**src/rtl/ps_div_pkg.sv**
```systemverilog
package ps_div_pkg;
  typedef enum logic {
    PAIR_HI = 1'b0,
    PAIR_LO = 1'b1
  } pair_e;
  localparam int unsigned MIN_N = 3;
endpackage

```
**src/rtl/ps_dual_mod.sv**
```systemverilog
module ps_dual_mod #(
  parameter int unsigned MOD_LO = 32,
  parameter int unsigned MOD_HI = 64
) (
  input  logic clk_i,
  input  logic rst_ni,
  input  logic run_i,
  input  logic pair_lo_i,
  input  logic plus_one_i,
  output logic tick_o
);
  localparam int unsigned PC_W = $clog2(MOD_HI + 2);

  logic [PC_W-1:0] pc_q;
  logic [PC_W-1:0] base;
  logic [PC_W-1:0] term;

  always_comb begin
    base   = pair_lo_i ? PC_W'(MOD_LO - 1) : PC_W'(MOD_HI - 1);
    term   = base + PC_W'(plus_one_i);
    tick_o = run_i && (pc_q == term);
  end

  always_ff @(posedge clk_i or negedge rst_ni) begin
    if (!rst_ni)      pc_q <= '0;
    else if (!run_i)  pc_q <= '0;
    else if (tick_o)  pc_q <= '0;
    else              pc_q <= pc_q + 1'b1;
  end
endmodule

```
**src/rtl/ps_cycle_ctrl.sv**
```systemverilog
module ps_cycle_ctrl
  import ps_div_pkg::*;
#(
  parameter int unsigned N_W = 11,
  parameter int unsigned A_W = 7
) (
  input  logic           clk_i,
  input  logic           rst_ni,
  input  logic [N_W-1:0] n_i,
  input  logic [A_W-1:0] a_i,
  input  logic           pair_sel_i,
  input  logic           tick_i,
  output logic           run_o,
  output logic           pair_lo_o,
  output logic           plus_one_o,
  output logic           fp_o
);
  logic [N_W-1:0] main_q;
  logic [A_W-1:0] swal_q;
  pair_e          pair_q;
  logic           run_q;
  logic           last;
  logic           load;

  always_comb begin
    last       = (main_q == N_W'(1));
    load       = !run_q || (tick_i && last);
    plus_one_o = (swal_q != '0);
    run_o      = run_q;
    pair_lo_o  = (pair_q == PAIR_LO);
  end

  always_ff @(posedge clk_i or negedge rst_ni) begin
    if (!rst_ni) begin
      run_q  <= 1'b0;
      main_q <= '0;
      swal_q <= '0;
      pair_q <= PAIR_HI;
      fp_o   <= 1'b0;
    end else begin
      run_q <= 1'b1;
      fp_o  <= run_q && tick_i && last;
      if (load) begin
        main_q <= n_i;
        swal_q <= a_i;
        pair_q <= pair_sel_i ? PAIR_LO : PAIR_HI;
      end else if (tick_i) begin
        main_q <= main_q - 1'b1;
        if (swal_q != '0) swal_q <= swal_q - 1'b1;
      end
    end
  end
endmodule

```
**src/rtl/ps_cfg_check.sv**
```systemverilog
module ps_cfg_check
  import ps_div_pkg::*;
#(
  parameter int unsigned N_W = 11,
  parameter int unsigned A_W = 7
) (
  input  logic [N_W-1:0] n_i,
  input  logic [A_W-1:0] a_i,
  output logic           err_o
);
  localparam int unsigned CW = (N_W > A_W) ? N_W : A_W;
  logic [CW-1:0] n_ext, a_ext;
  always_comb begin
    n_ext = CW'(n_i);
    a_ext = CW'(a_i);
    err_o = (n_ext < CW'(MIN_N)) || (a_ext >= n_ext);
  end
endmodule

```
**src/rtl/ps_feedback_divider.sv**
```systemverilog
module ps_feedback_divider #(
  parameter int unsigned MOD_LO = 32,
  parameter int unsigned MOD_HI = 64,
  parameter int unsigned N_W    = 11,
  parameter int unsigned A_W    = 7
) (
  input  logic           clk_i,
  input  logic           rst_ni,
  input  logic [N_W-1:0] n_i,
  input  logic [A_W-1:0] a_i,
  input  logic           pair_sel_i,
  output logic           fp_o,
  output logic           cfg_err_o
);
  logic run, pair_lo, plus_one, tick;

  ps_dual_mod #(.MOD_LO(MOD_LO), .MOD_HI(MOD_HI)) u_pre (
    .clk_i(clk_i), .rst_ni(rst_ni), .run_i(run),
    .pair_lo_i(pair_lo), .plus_one_i(plus_one), .tick_o(tick)
  );

  ps_cycle_ctrl #(.N_W(N_W), .A_W(A_W)) u_ctrl (
    .clk_i(clk_i), .rst_ni(rst_ni), .n_i(n_i), .a_i(a_i),
    .pair_sel_i(pair_sel_i), .tick_i(tick), .run_o(run),
    .pair_lo_o(pair_lo), .plus_one_o(plus_one), .fp_o(fp_o)
  );

  ps_cfg_check #(.N_W(N_W), .A_W(A_W)) u_chk_cfg (
    .n_i(n_i), .a_i(a_i), .err_o(cfg_err_o)
  );
endmodule

```
**config.mk**
```make
export PLATFORM = sky130hd
export DESIGN_NAME = ps_feedback_divider
export DESIGN_NICKNAME = d
export VERILOG_FILES = /design/src/rtl/ps_div_pkg.sv /design/src/rtl/ps_dual_mod.sv /design/src/rtl/ps_cycle_ctrl.sv /design/src/rtl/ps_cfg_check.sv /design/src/rtl/ps_feedback_divider.sv
export SDC_FILE = /design/constraint.sdc
export NUM_CORES = 1
export LEC_CHECK = 0
export BUFFER_PORTS_ARGS = -buffer_cell sky130_fd_sc_hd__buf_2
export CAP_MARGIN = 20
export CORE_MARGIN = 10
export CORE_UTILIZATION = 30
export CTS_CLUSTER_SIZE = 40
export DETAILED_ROUTE_END_ITERATION = 16
export PLACE_DENSITY_LB_ADDON = 0.1
export SLEW_MARGIN = 20
export SYNTH_ARGS = -nofsm -noshare
export SYNTH_HDL_FRONTEND = slang
export SYNTH_SLANG_ARGS = --single-unit
export TNS_END_PERCENT = 50
```
**constraint.sdc**
```tcl
create_clock -name clk_i -period 7.8 [get_ports clk_i]
set_input_delay 0.78 -clock clk_i [delete_from_list [all_inputs] [get_ports clk_i]]
set_output_delay 0.78 -clock clk_i [all_outputs]
set_load 0.02 [all_outputs]
```
Word-level counts from Yosys, hierarchy flattened

Index checks and enable logic that the tools add are counted.

Add/sub/neg operators: 4
$mul: 0
Div/mod/pow operators: 0
Order comparisons: 2
Equal/unequal tests: 2
Shifts and indexed selects: 0
Muxes and demuxes: 9
Bitwise operators: 0
Reduce and logical (&&, ||, !) cells: 11

Operators by type and width:

| kind                                                        | count |
|---|---|
| 2-to-1 mux 7 bit                                            | 5 |
| 2-to-1 mux 11 bit                                           | 2 |
| == test 11 x 1 -> 1 bit, second input constant              | 1 |
| >= comparator 7 x 11 -> 1 bit                               | 1 |
| less-than comparator 11 x 2 -> 1 bit, second input constant | 1 |
| subtractor 11 x 1 -> 11 bit, second input constant          | 1 |
| adder 7 x 1 -> 7 bit                                        | 1 |
| adder 7 x 1 -> 7 bit, second input constant                 | 1 |
| == test 7 bit                                               | 1 |
| nonzero test 7 bit                                          | 1 |
| subtractor 7 x 1 -> 7 bit, second input constant            | 1 |
| 2-to-1 mux 6 bit                                            | 1 |
| logical AND 1 bit                                           | 4 |
| nonzero test 2 bit                                          | 2 |
| logical OR 1 bit                                            | 2 |
| AND reduction 2 bit                                         | 1 |
| logical NOT 1 bit                                           | 1 |
| 2-to-1 mux 1 bit                                            | 1 |

Flip-flop bits (word level): 28
Latch bits: 0
RAM bits: 0
Bits in read-only memories: 0
Logic and storage cells: 34
Memories: 0

Depth between registers and ports, before layout

Gate-level depths: netlist of run 1.

Depth in word-level cells: 8
Depth in mapped cells: 13
Depth with buffers taken out: 12

Modules after synthesis

A second synthesis of run 1 with hierarchy kept.

Cell total of the unflattened synthesis: 222
Area total of the unflattened synthesis: 1991.9 um2

Modules (own cells, without submodules):

| module        | times used | cells an instance | area each (um2) |
|---|---|---|---|
| ps_cycle_ctrl | 1          | 151               | 1377.6 |
| ps_dual_mod   | 1          | 44                | 401.6 |
| ps_cfg_check  | 1          | 27                | 212.7 |

Worst setup path before layout of run 1

Ideal clock, no wire load.

Path kind: register to register
Start: register u_ctrl.swal_q[0]
End: register u_ctrl.main_q[3]
Library setup time: 0.126 ns
Arrival time: 2.664 ns
Required time: 7.674 ns
Slack: 5.010 ns
Stages on the path, launching flop included: 14
Buffers on the path: 1
Cell sequence: dfrtp_1 inv_1 ha_1 or4b_4 nor2_1 inv_1 ha_1 xor2_1 nor2_1 o21a_2 buf_4 nand4_1 a32oi_1 o21ai_1

Longest elaborated chain between the ends: 7
Elaborated cells between the ends (all ways): 8
Classes of those cells: 1 x add/sub; 1 x eq/ne; 1 x mux; 5 x reduce/logical

RTL lines:

| what                                                           | line                | source |
|---|---|---|
| start: declaration                                             | ps_cycle_ctrl.sv:19 | `logic [A_W-1:0] swal_q;` |
| start signal: assignment                                       | ps_cycle_ctrl.sv:45 | `swal_q <= a_i;` |
| start signal: assignment                                       | ps_cycle_ctrl.sv:49 | `if (swal_q != '0) swal_q <= swal_q - 1'b1;` |
| nonzero test 7 bit *                                           | ps_cycle_ctrl.sv:28 | `plus_one_o = (swal_q != '0);` |
| adder 7 x 1 -> 7 bit *                                         | ps_dual_mod.sv:20   | `term = base + PC_W'(plus_one_i);` |
| == test 7 bit *                                                | ps_dual_mod.sv:21   | `tick_o = run_i && (pc_q == term);` |
| logical AND 1 bit *                                            | ps_dual_mod.sv:21   |  |
| logical AND 1 bit                                              | ps_cycle_ctrl.sv:27 | `load = !run_q \|\| (tick_i && last);` |
| logical OR 1 bit                                               | ps_cycle_ctrl.sv:27 |  |
| 2-to-1 mux 11 bit / nonzero test 2 bit (equally long branches) | --                  |  |
| end signal: assignment                                         | ps_cycle_ctrl.sv:44 | `main_q <= n_i;` |
| end signal: assignment                                         | ps_cycle_ctrl.sv:48 | `main_q <= main_q - 1'b1;` |
| end: declaration                                               | ps_cycle_ctrl.sv:18 | `logic [N_W-1:0] main_q;` |

Mark *: on every way between the ends. The rest lies on a longest branch, timed or not.
A chain may end at the register's enable or synchronous reset.

Final worst setup path of run 1

Start: register u_ctrl.swal_q[0]
End: register u_ctrl.main_q[6]

Same word-level chain as after synthesis.

==> flow_summary.toml, run 1 <==
[status]
outcome = "finished clean"

[setup_path]
start_kind = "flop"
crit_fanout = 19
worstPathRequired_ns = 7.93
r2r_cells = 11
end_kind = "flop"
crit_type = "flop to flop"
arrival_ns = 3.72

[yosys]
yosys-top-cells-count = "dfrtp_1 (28), nor2_1 (28), a21oi_1 (18)"
synth_top_area_share_pct = 38.17
ys_ff_latch = 28
synth_edf_count = 0
synth_top_cell_by_area = "dfrtp_1"
yosys_warnings = 0
synth_cell_types = 48
synth_mux_area_share_pct = 0.5453
yosys.area_share.simple_pct = 24.88
synth_area_sq_mm = 0.001836
synth_xor_area_share_pct = 2.863
synthAdderAreaFrac_pct = 8.180
syn-instance-count = 214
ys_seq_area_share_pct = 38.17
synth_area_leaders = "dfrtp_1 (38%), ha_1 (8.2%), nor2_1 (5.7%)"
synth_top_family_by_area = "simple AND/OR/NAND/NOR gates"
ys_async_sr_fraction_pct = 100.0
syn_avg_cell_area_sq_um = 8.577
ys.flop_type = "dfrtp_1"
synth-compound-area-share_pct = 20.04
synth_nets = 247

[sta]
rsz0062_at_grt = "false"
setup_violations = 0
worst_slew_pin_slew_ns = 0.8506
fin_setup_tns_ns = 0
fmax_mhz = 278.8
max_slew_margin_pct = 43.28
hold_viol = 0
whs_ns = 0.5140
period_share_pct = 45.99
fin_crit_ns = 3.587
fin_worst_skew_ns = 0.002084
finalMaxSlewViolations = 0

[final_layout]
final_util_pct = 34.64
drive_gt1_share_pct = 14.16
fin_nets = 268
final_cells = 308
num_antenna_cells = 0
final-seq-area_sq_um = 700.7
n_fill_cell = 599
syn_to_final_growth_pct = 11.72
multi_input_area_sq_mm = 0.001041
final_area_sq_mm = 0.002051

[cts]
cts-hold-fix-buffers = 0
htree_num_levels = 1
cts_buffers = 3
postCtsSetupBuffers = 0
ctsResizeCount = 0
clk_latency_ns = 0.27
clock-root-buffer = "clkbuf_8"
clkTransAtPathRegs_ns = 0.10
clockBufferDepth = 2
clock_sinks = 28
cts_tree = "yes"

[min_path]
hold_class = "flop to flop"
hold_path_depth = 1

[placed_design]
placed_area_sq_mm = 0.002009
port_buffers = 22
dpl.cell_count = 305
hpwl_microns = 3737
place_congestion = 0.8378

[global_routing]
grt_pass1_vias = 1618
grt_pass1_wl_microns = 8493
antenna_found_initial = 0
grt_util_all_layers_pct = 10.43
grt_max_degree = 29
grt-ovfl-total = 0

[power]
p_leak_nw = 0.9055
cellPowerDensity_mw_per_mm2 = 160.0
max-vdd-ir-drop_mv = 0.08362

[job]
drv_cap = 0

[die]
die-width_microns = 98.22
fp-row-count = 28
fp.dieH_microns = 98.22
die_area_sq_mm = 0.009647
core_area_sq_mm = 0.005921
initial_core_util_pct = 31.00
pin_count = 23

[drt]
drtAntennaViolNets = 0
num_vias = 1638
drcViolationCount = 0
first_iter_violations = 68
via_per_inst = 5.318
wl_microns = 5100
drtPass1Iterations = 4
post_drt_wl_per_cell_microns = 16.56
[cell usage in the layout (no fill, tap or decap), types with 3 or more instances in the layout]
cell      netlist  routed
a21oi_1        18      18
a22oi_1         4       4
buf_2           0      22
clkbuf_8        0       3
dfrtp_1        28      28
ha_1           12      12
inv_1          17      17
nand2_1        16      16
nand2b_1        3       3
nand3_1         5       5
nand4_1         5       5
nor2_1         28      28
nor3_1          5       5
nor4_1          4       4
o211ai_1        3       3
o21ai_0         7       7
o21ai_1         5       5
o311ai_1        3       3
or3_1           6       6
or4_1           3       3
xnor2_1         3       3
xor2_1          3       3
[report_power, final]
| part | switching (W) | internal (W) |
|---|---|---|
| combinational | 0.0000455 | 0.0000292 |
| clock | 0.0000458 | 0.0000347 |
| sequential | 0.0000153 | 0.000158 |
[cells by family after synthesis]
family | Yosys count
AND/OR/NAND/NOR | 86
AO/OA/AOI/OAI | 57
flip-flops | 28
buffers and inverters | 23
adder cells (fa/ha/maj) | 12
XOR/XNOR | 6
other | 1
multiplexers | 1
[through the flow]
step | worst slack (ns) | power, W
after floorplan | 5.010 | 0.0002231
final | 4.213 | 0.0003281
after CTS | 4.246 | 0.0003305
after global routing | 3.972 | 0.0003477
after global placement | 4.274 | 0.0002513
after detailed placement | 4.301 | 0.0002500
[metal layers]
layer / up-vias / global-route usage, % / wire, microns
met3: 2 / 2.396 / 237
met5: - / 0 / 0
met4: 0 / 1.654 / 28
met1: 789 / 14.81 / 2699
li1: 814 / - / -
met2: 33 / 15.84 / 2135
[registers in the layout (all words and copies together), names as in the netlist]
signal and flops:
u_ctrl.fp_o 1, u_ctrl.main_q 11, u_ctrl.pair_lo_o 1, u_ctrl.run_o 1
u_ctrl.swal_q 7, u_pre.pc_q 7
[worst max-delay path: stages, from the launching register on]
cell     delay (ns)
dfrtp_1        0.43
inv_1          0.07
ha_1           0.20
or4b_4         0.52
nor2_1         0.30
inv_1          0.12
ha_1           0.30
xor2_1         0.16
nor2_1         0.17
o21ai_2        0.27
o21ai_2        0.67
a22oi_1        0.20
[cell type report]
| class | count | share of cell area, % |
|---|---|---|
| Clock buffer | 3 | 2.013 |
| Inverter | 17 | 3.112 |
| Multi-Input combinational cell | 163 | 50.76 |
| Sequential cell | 28 | 34.17 |
| Tap cell | 75 | 4.576 |
| Timing Repair Buffer | 22 | 5.369 |
[worst paths after layout]
path,start,to,slack [ns]
worst max-delay path,u_ctrl.swal_q[0],u_ctrl.main_q[6],4.21
worst min register to register,u_pre.pc_q[0],u_pre.pc_q[0],0.51
worst min-delay path,u_pre.pc_q[0],u_pre.pc_q[0],0.51
min in group asynchronous,rst_ni,u_ctrl.main_q[4],0.53
worst max register to register,u_ctrl.swal_q[0],u_ctrl.main_q[6],4.21
max in group asynchronous,rst_ni,u_ctrl.swal_q[5],6.82
Power figures use the tool's default switching activity.
==> run 2, diff against run 1 <==
- clock period: 7.8 -> 3.4 ns (I/O delays scaled with it)
==> run 2 against run 1 <==
Worst hold slack got worse by 0.45 ns. Clock power rose to 3.4 times the previous value. Largest cell class unchanged. Total power grew to 2.6 times the previous value. Via count shrank 0.98%. Fmax rose by 15%. Combinational power up 140%. Utilization rose by 0.89 points. Critical path depth up 1. Cell area increased by 2.6%.
==> flow_summary.toml, run 2 (synthesis results as in run 1) <==
[global_routing]
grt_util_all_layers_pct = 10.71
antenna_found_initial = 0
grt-ovfl-total = 0
grt_max_degree = 29
grt_pass1_vias = 1626
grt_pass1_wl_microns = 8487

[cts]
clkTransAtPathRegs_ns = 0.11
htree_num_levels = 1
clockBufferDepth = 2
ctsResizeCount = 0
clock-root-buffer = "clkbuf_8"
postCtsSetupBuffers = 0
cts_tree = "yes"
cts_buffers = 3
clk_latency_ns = 0.29
clock_sinks = 28
cts-hold-fix-buffers = 0

[final_layout]
largest_reg_flops = 11
n_fill_cell = 618
num_antenna_cells = 0
final_util_pct = 35.52
regMostFlops = "u_ctrl.main_q"
multi_input_area_sq_mm = 0.001041
fin_nets = 271
layout_common_cells = "nor2_1 (28), dfrtp_1 (28), buf_2 (22), a21oi_1 (18), inv_1 (17)"
final_cells = 312
top_regs = "u_ctrl.main_q (11), u_ctrl.swal_q (7), u_pre.pc_q (7)"
final-seq-area_sq_um = 700.7
syn_to_final_growth_pct = 14.59
drive_gt1_share_pct = 15.61

[power]
cellPowerDensity_mw_per_mm2 = 402.2
clkPwrFrac_pct = 32.6
max-vdd-ir-drop_mv = 0.1886
p_comb_share_pct = 20.9
p_leak_nw = 0.9347
swShare_pct = 30.42
p_int_w = 0.0005886
p_seq_share_pct = 46.5
switchingPower_w = 0.0002573

[sta]
hold_viol = 0
period_share_pct = 91.79
fin_setup_tns_ns = 0
fmax_mhz = 320.4
fin_worst_skew_ns = 0.01231
whs_ns = 0.06664
finalMaxSlewViolations = 0
fin_crit_ns = 3.121
setup_violations = 0
worst_slew_pin_slew_ns = 0.8118
max_slew_margin_pct = 45.87
rsz0062_at_grt = "false"

[placed_design]
place_congestion = 0.7964
dpl.cell_count = 308
port_buffers = 22
hpwl_microns = 3874

[die]
pin_count = 23
die-width_microns = 98.22
core_area_sq_mm = 0.005921
fp.dieH_microns = 98.22
die_area_sq_mm = 0.009647
fp-row-count = 28
initial_core_util_pct = 31.00

[drt]
num_vias = 1622
wl_microns = 5128
drtAntennaViolNets = 0
drcViolationCount = 0
first_iter_violations = 108
drtPass1Iterations = 4
post_drt_wl_per_cell_microns = 16.44
via_per_inst = 5.199

[setup_path]
r2r_cells = 12
crit_fanout = 13
arrival_ns = 3.33
crit_type = "flop to flop"
start_kind = "flop"
end_kind = "flop"
worstPathRequired_ns = 3.61

[min_path]
hold_class = "input pin to async pin"

[status]
outcome = "finished clean"

[job]
drv_cap = 0
run 2: cell count changes in the layout (fill, tap and decap cells not counted):
cell / before / now
buf_4: 0 / 3
bufinv_16: 0 / 1
run 2: routing by layer:
layer	vias up	part of all wire [%]	track usage, %
met1	745	49	14.50
met5	-	0	0
met4	0	1.8	3.638
met3	6	5.1	2.537
li1	823	-	-
met2	48	44	16.19
run 2: worst max-delay path: stages (launching register included):
cell	delay, ns
dfrtp_1	0.41
inv_1	0.07
ha_1	0.20
or4b_4	0.52
nor2_1	0.15
inv_1	0.08
ha_1	0.28
xor2_1	0.15
nor2_1	0.08
o21a_2	0.21
a21oi_1	0.55
o32ai_1	0.19
a21oi_1	0.15
run 2: metrics by stage:
step           total power (W)  setup WS (ns)  instance area [sq um]
3_3_place_gp         0.0005804         0.3611                   2032
3_5_place_dp         0.0005767         0.3413                   2032
5_1_grt              0.0008966        0.02731                   2103
6_report             0.0008458         0.2791                   2103
4_1_cts              0.0008587         0.3094                   2103
2_1_floorplan        0.0005119         0.6099                   1836
run 2: layout make-up:
class                      instances  area share (%)
timing repair buffer              25           6.306
clock inverter                     1           1.428
clock buffer                       3           1.963
inverter                          17           3.034
tap                               75           4.462
multi-input combinational        163           49.49
sequential                        28           33.31
run 2: path summary, 6_finish.rpt:
check,end,slack [ns],start
worst max-delay path,u_ctrl.swal_q[1],0.28,u_ctrl.swal_q[0]
max in group asynchronous,u_pre.pc_q[4],2.90,rst_ni
worst min-delay path,u_ctrl.main_q[3],0.07,rst_ni
min in group clk_i,u_ctrl.pair_lo_o,0.28,pair_sel_i
worst max register to register,u_ctrl.swal_q[1],0.28,u_ctrl.swal_q[0]
worst min register to register,u_ctrl.pair_lo_o,0.53,u_ctrl.pair_lo_o
run 2: power groups by stage:
| stage | logic (W) | clock network [W] | registers, W |
|---|---|---|---|
| floorplan | 0.000121 | 0 | 0.000391 |
| global placement | 0.000180 | 0 | 0.000401 |
| detailed placement | 0.000178 | 0 | 0.000398 |
| CTS | 0.000179 | 0.000287 | 0.000393 |
| global route | 0.000201 | 0.000297 | 0.000399 |
| finish | 0.000177 | 0.000276 | 0.000393 |
==> run 3, diff against run 2 <==
- PLACE_DENSITY_LB_ADDON: 0.1 -> unset
==> run 3 against run 2 <==
Flip-flop and latch count unchanged. Worst hold slack better by 0.020 ns. Largest cell class unchanged. Critical endpoint is now u_ctrl.swal_q[3]. Critical path type unchanged. Fmax increased by 0.44%.
==> flow_summary.toml, run 3 (synthesis results as in run 1) <==
[cts]
cts-hold-fix-buffers = 0
ctsResizeCount = 0
cts_buffers = 3
postCtsSetupBuffers = 0
htree_num_levels = 1
clockBufferDepth = 2
clock-root-buffer = "clkbuf_8"
clkTransAtPathRegs_ns = 0.09
clk_latency_ns = 0.27
cts_tree = "yes"
clock_sinks = 28

[die]
pin_count = 23
initial_core_util_pct = 31.00
die_area_sq_mm = 0.009647
fp-row-count = 28
core_area_sq_mm = 0.005921
fp.dieH_microns = 98.22
die-width_microns = 98.22

[drt]
via_per_inst = 5.277
drtAntennaViolNets = 0
post_drt_wl_per_cell_microns = 15.62
drtPass1Iterations = 4
drcViolationCount = 0
wl_microns = 4857
first_iter_violations = 118
num_vias = 1641

[final_layout]
n_fill_cell = 625
top_regs = "u_ctrl.main_q (11), u_ctrl.swal_q (7), u_pre.pc_q (7)"
layout_common_cells = "nor2_1 (28), dfrtp_1 (28), buf_2 (22), a21oi_1 (18), inv_1 (17)"
final-seq-area_sq_um = 700.7
final_cells = 311
regMostFlops = "u_ctrl.main_q"
num_antenna_cells = 0
multi_input_area_sq_mm = 0.001041
largest_reg_flops = 11
fin_nets = 271
syn_to_final_growth_pct = 12.95
drive_gt1_share_pct = 15.25

[global_routing]
grt_pass1_wl_microns = 8259
grt_max_degree = 29
grt_util_all_layers_pct = 10.11
grt-ovfl-total = 0
antenna_found_initial = 0
grt_pass1_vias = 1630

[setup_path]
r2r_end = "u_ctrl.swal_q[3]"
end_kind = "flop"
crit_fanout = 13
r2r-start = "u_ctrl.swal_q[0]"
r2r_slack_ns = 0.29
start_kind = "flop"
worstPathRequired_ns = 3.62
crit_type = "flop to flop"
r2r_cells = 12
arrival_ns = 3.32
crit_path_start = "u_ctrl.swal_q[0]"

[min_path]
hold_class = "input pin to async pin"

[sta]
setup_violations = 0
fin_worst_skew_ns = 0.002415
fmax_mhz = 321.8
fin_crit_ns = 3.107
worst_slew_pin_slew_ns = 0.7823
max_slew_margin_pct = 47.84
hold_viol = 0
fin_setup_tns_ns = 0
finalMaxSlewViolations = 0
rsz0062_at_grt = "false"
period_share_pct = 91.39

[status]
outcome = "finished clean"

[placed_design]
hpwl_microns = 3748
place_congestion = 0.8170
dpl.cell_count = 308
port_buffers = 22

[power]
p_seq_share_pct = 52.5
clkPwrFrac_pct = 23.7
cellPowerDensity_mw_per_mm2 = 359.8
max-vdd-ir-drop_mv = 0.1239
p_int_w = 0.0005101
switchingPower_w = 0.0002359
p_leak_nw = 0.9205
swShare_pct = 31.62
p_comb_share_pct = 23.7

[job]
drv_cap = 0
[run 3: metal layers]
metal	track usage [%]	vias to the layer above	wire length [microns]
met5	0	-	0
li1	-	821	-
met3	4.581	2	423
met1	13.77	769	2347
met2	14.21	49	2061
met4	2.095	0	24
[run 3: how the worst max path moves through the flow]
| stage | endpoint | cells past startpoint | slack (ns) |
|---|---|---|---|
| after CTS | u_ctrl.swal_q[3] | 12 | 0.30 |
| after global placement | u_ctrl.swal_q[4] | 13 | 0.38 |
| after global routing | u_ctrl.swal_q[2] | 13 | 0.08 |
| after floorplan | u_ctrl.main_q[3] | 13 | 0.61 |
| after detailed placement | u_ctrl.swal_q[3] | 12 | 0.32 |
| final | u_ctrl.swal_q[3] | 12 | 0.29 |
[run 3: through the flow]
| step | hold slack, ns | worst slack, ns | utilization (%) | total power [W] | instance area [sq um] |
|---|---|---|---|---|---|
| after floorplan | 0.04441 | 0.6099 | - | 0.0005119 | 1836 |
| after global placement | 0.4041 | 0.3832 | 34.32 | 0.0005740 | 2032 |
| after detailed placement | 0.4057 | 0.3233 | 34.32 | 0.0005744 | 2032 |
| after CTS | 0.1019 | 0.2962 | 35.02 | 0.0007551 | 2073 |
| after global routing | 0.1256 | 0.07976 | 35.02 | 0.0007991 | 2073 |
| final | 0.08671 | 0.2928 | 35.02 | 0.0007460 | 2073 |
[run 3: area by class of cell]
type / instances / share of cell area, %
Tap cell: 75 / 4.526
Inverter: 17 / 3.078
Timing Repair Buffer: 25 / 6.397
Sequential cell: 28 / 33.80
Multi-Input combinational cell: 163 / 50.21
Clock buffer: 3 / 1.992
[run 3: power by group through the flow]
stage          combinational, W  sequential (W)  clock, W
2_1_floorplan          0.000121        0.000391         0
3_3_place_gp           0.000176        0.000398         0
3_5_place_dp           0.000177        0.000398         0
4_1_cts                0.000177        0.000392  0.000187
5_1_grt                0.000204        0.000397  0.000199
6_report               0.000177        0.000392  0.000177
[run 3: critical path: stages (launching register included)]
cell	delay [ns]
dfrtp_1	0.41
inv_1	0.06
ha_1	0.21
or4b_4	0.52
nor2_1	0.15
inv_1	0.08
ha_1	0.28
xor2_1	0.16
nor2_1	0.18
o21a_2	0.32
nand3_2	0.23
nor4_1	0.30
a211o_1	0.14
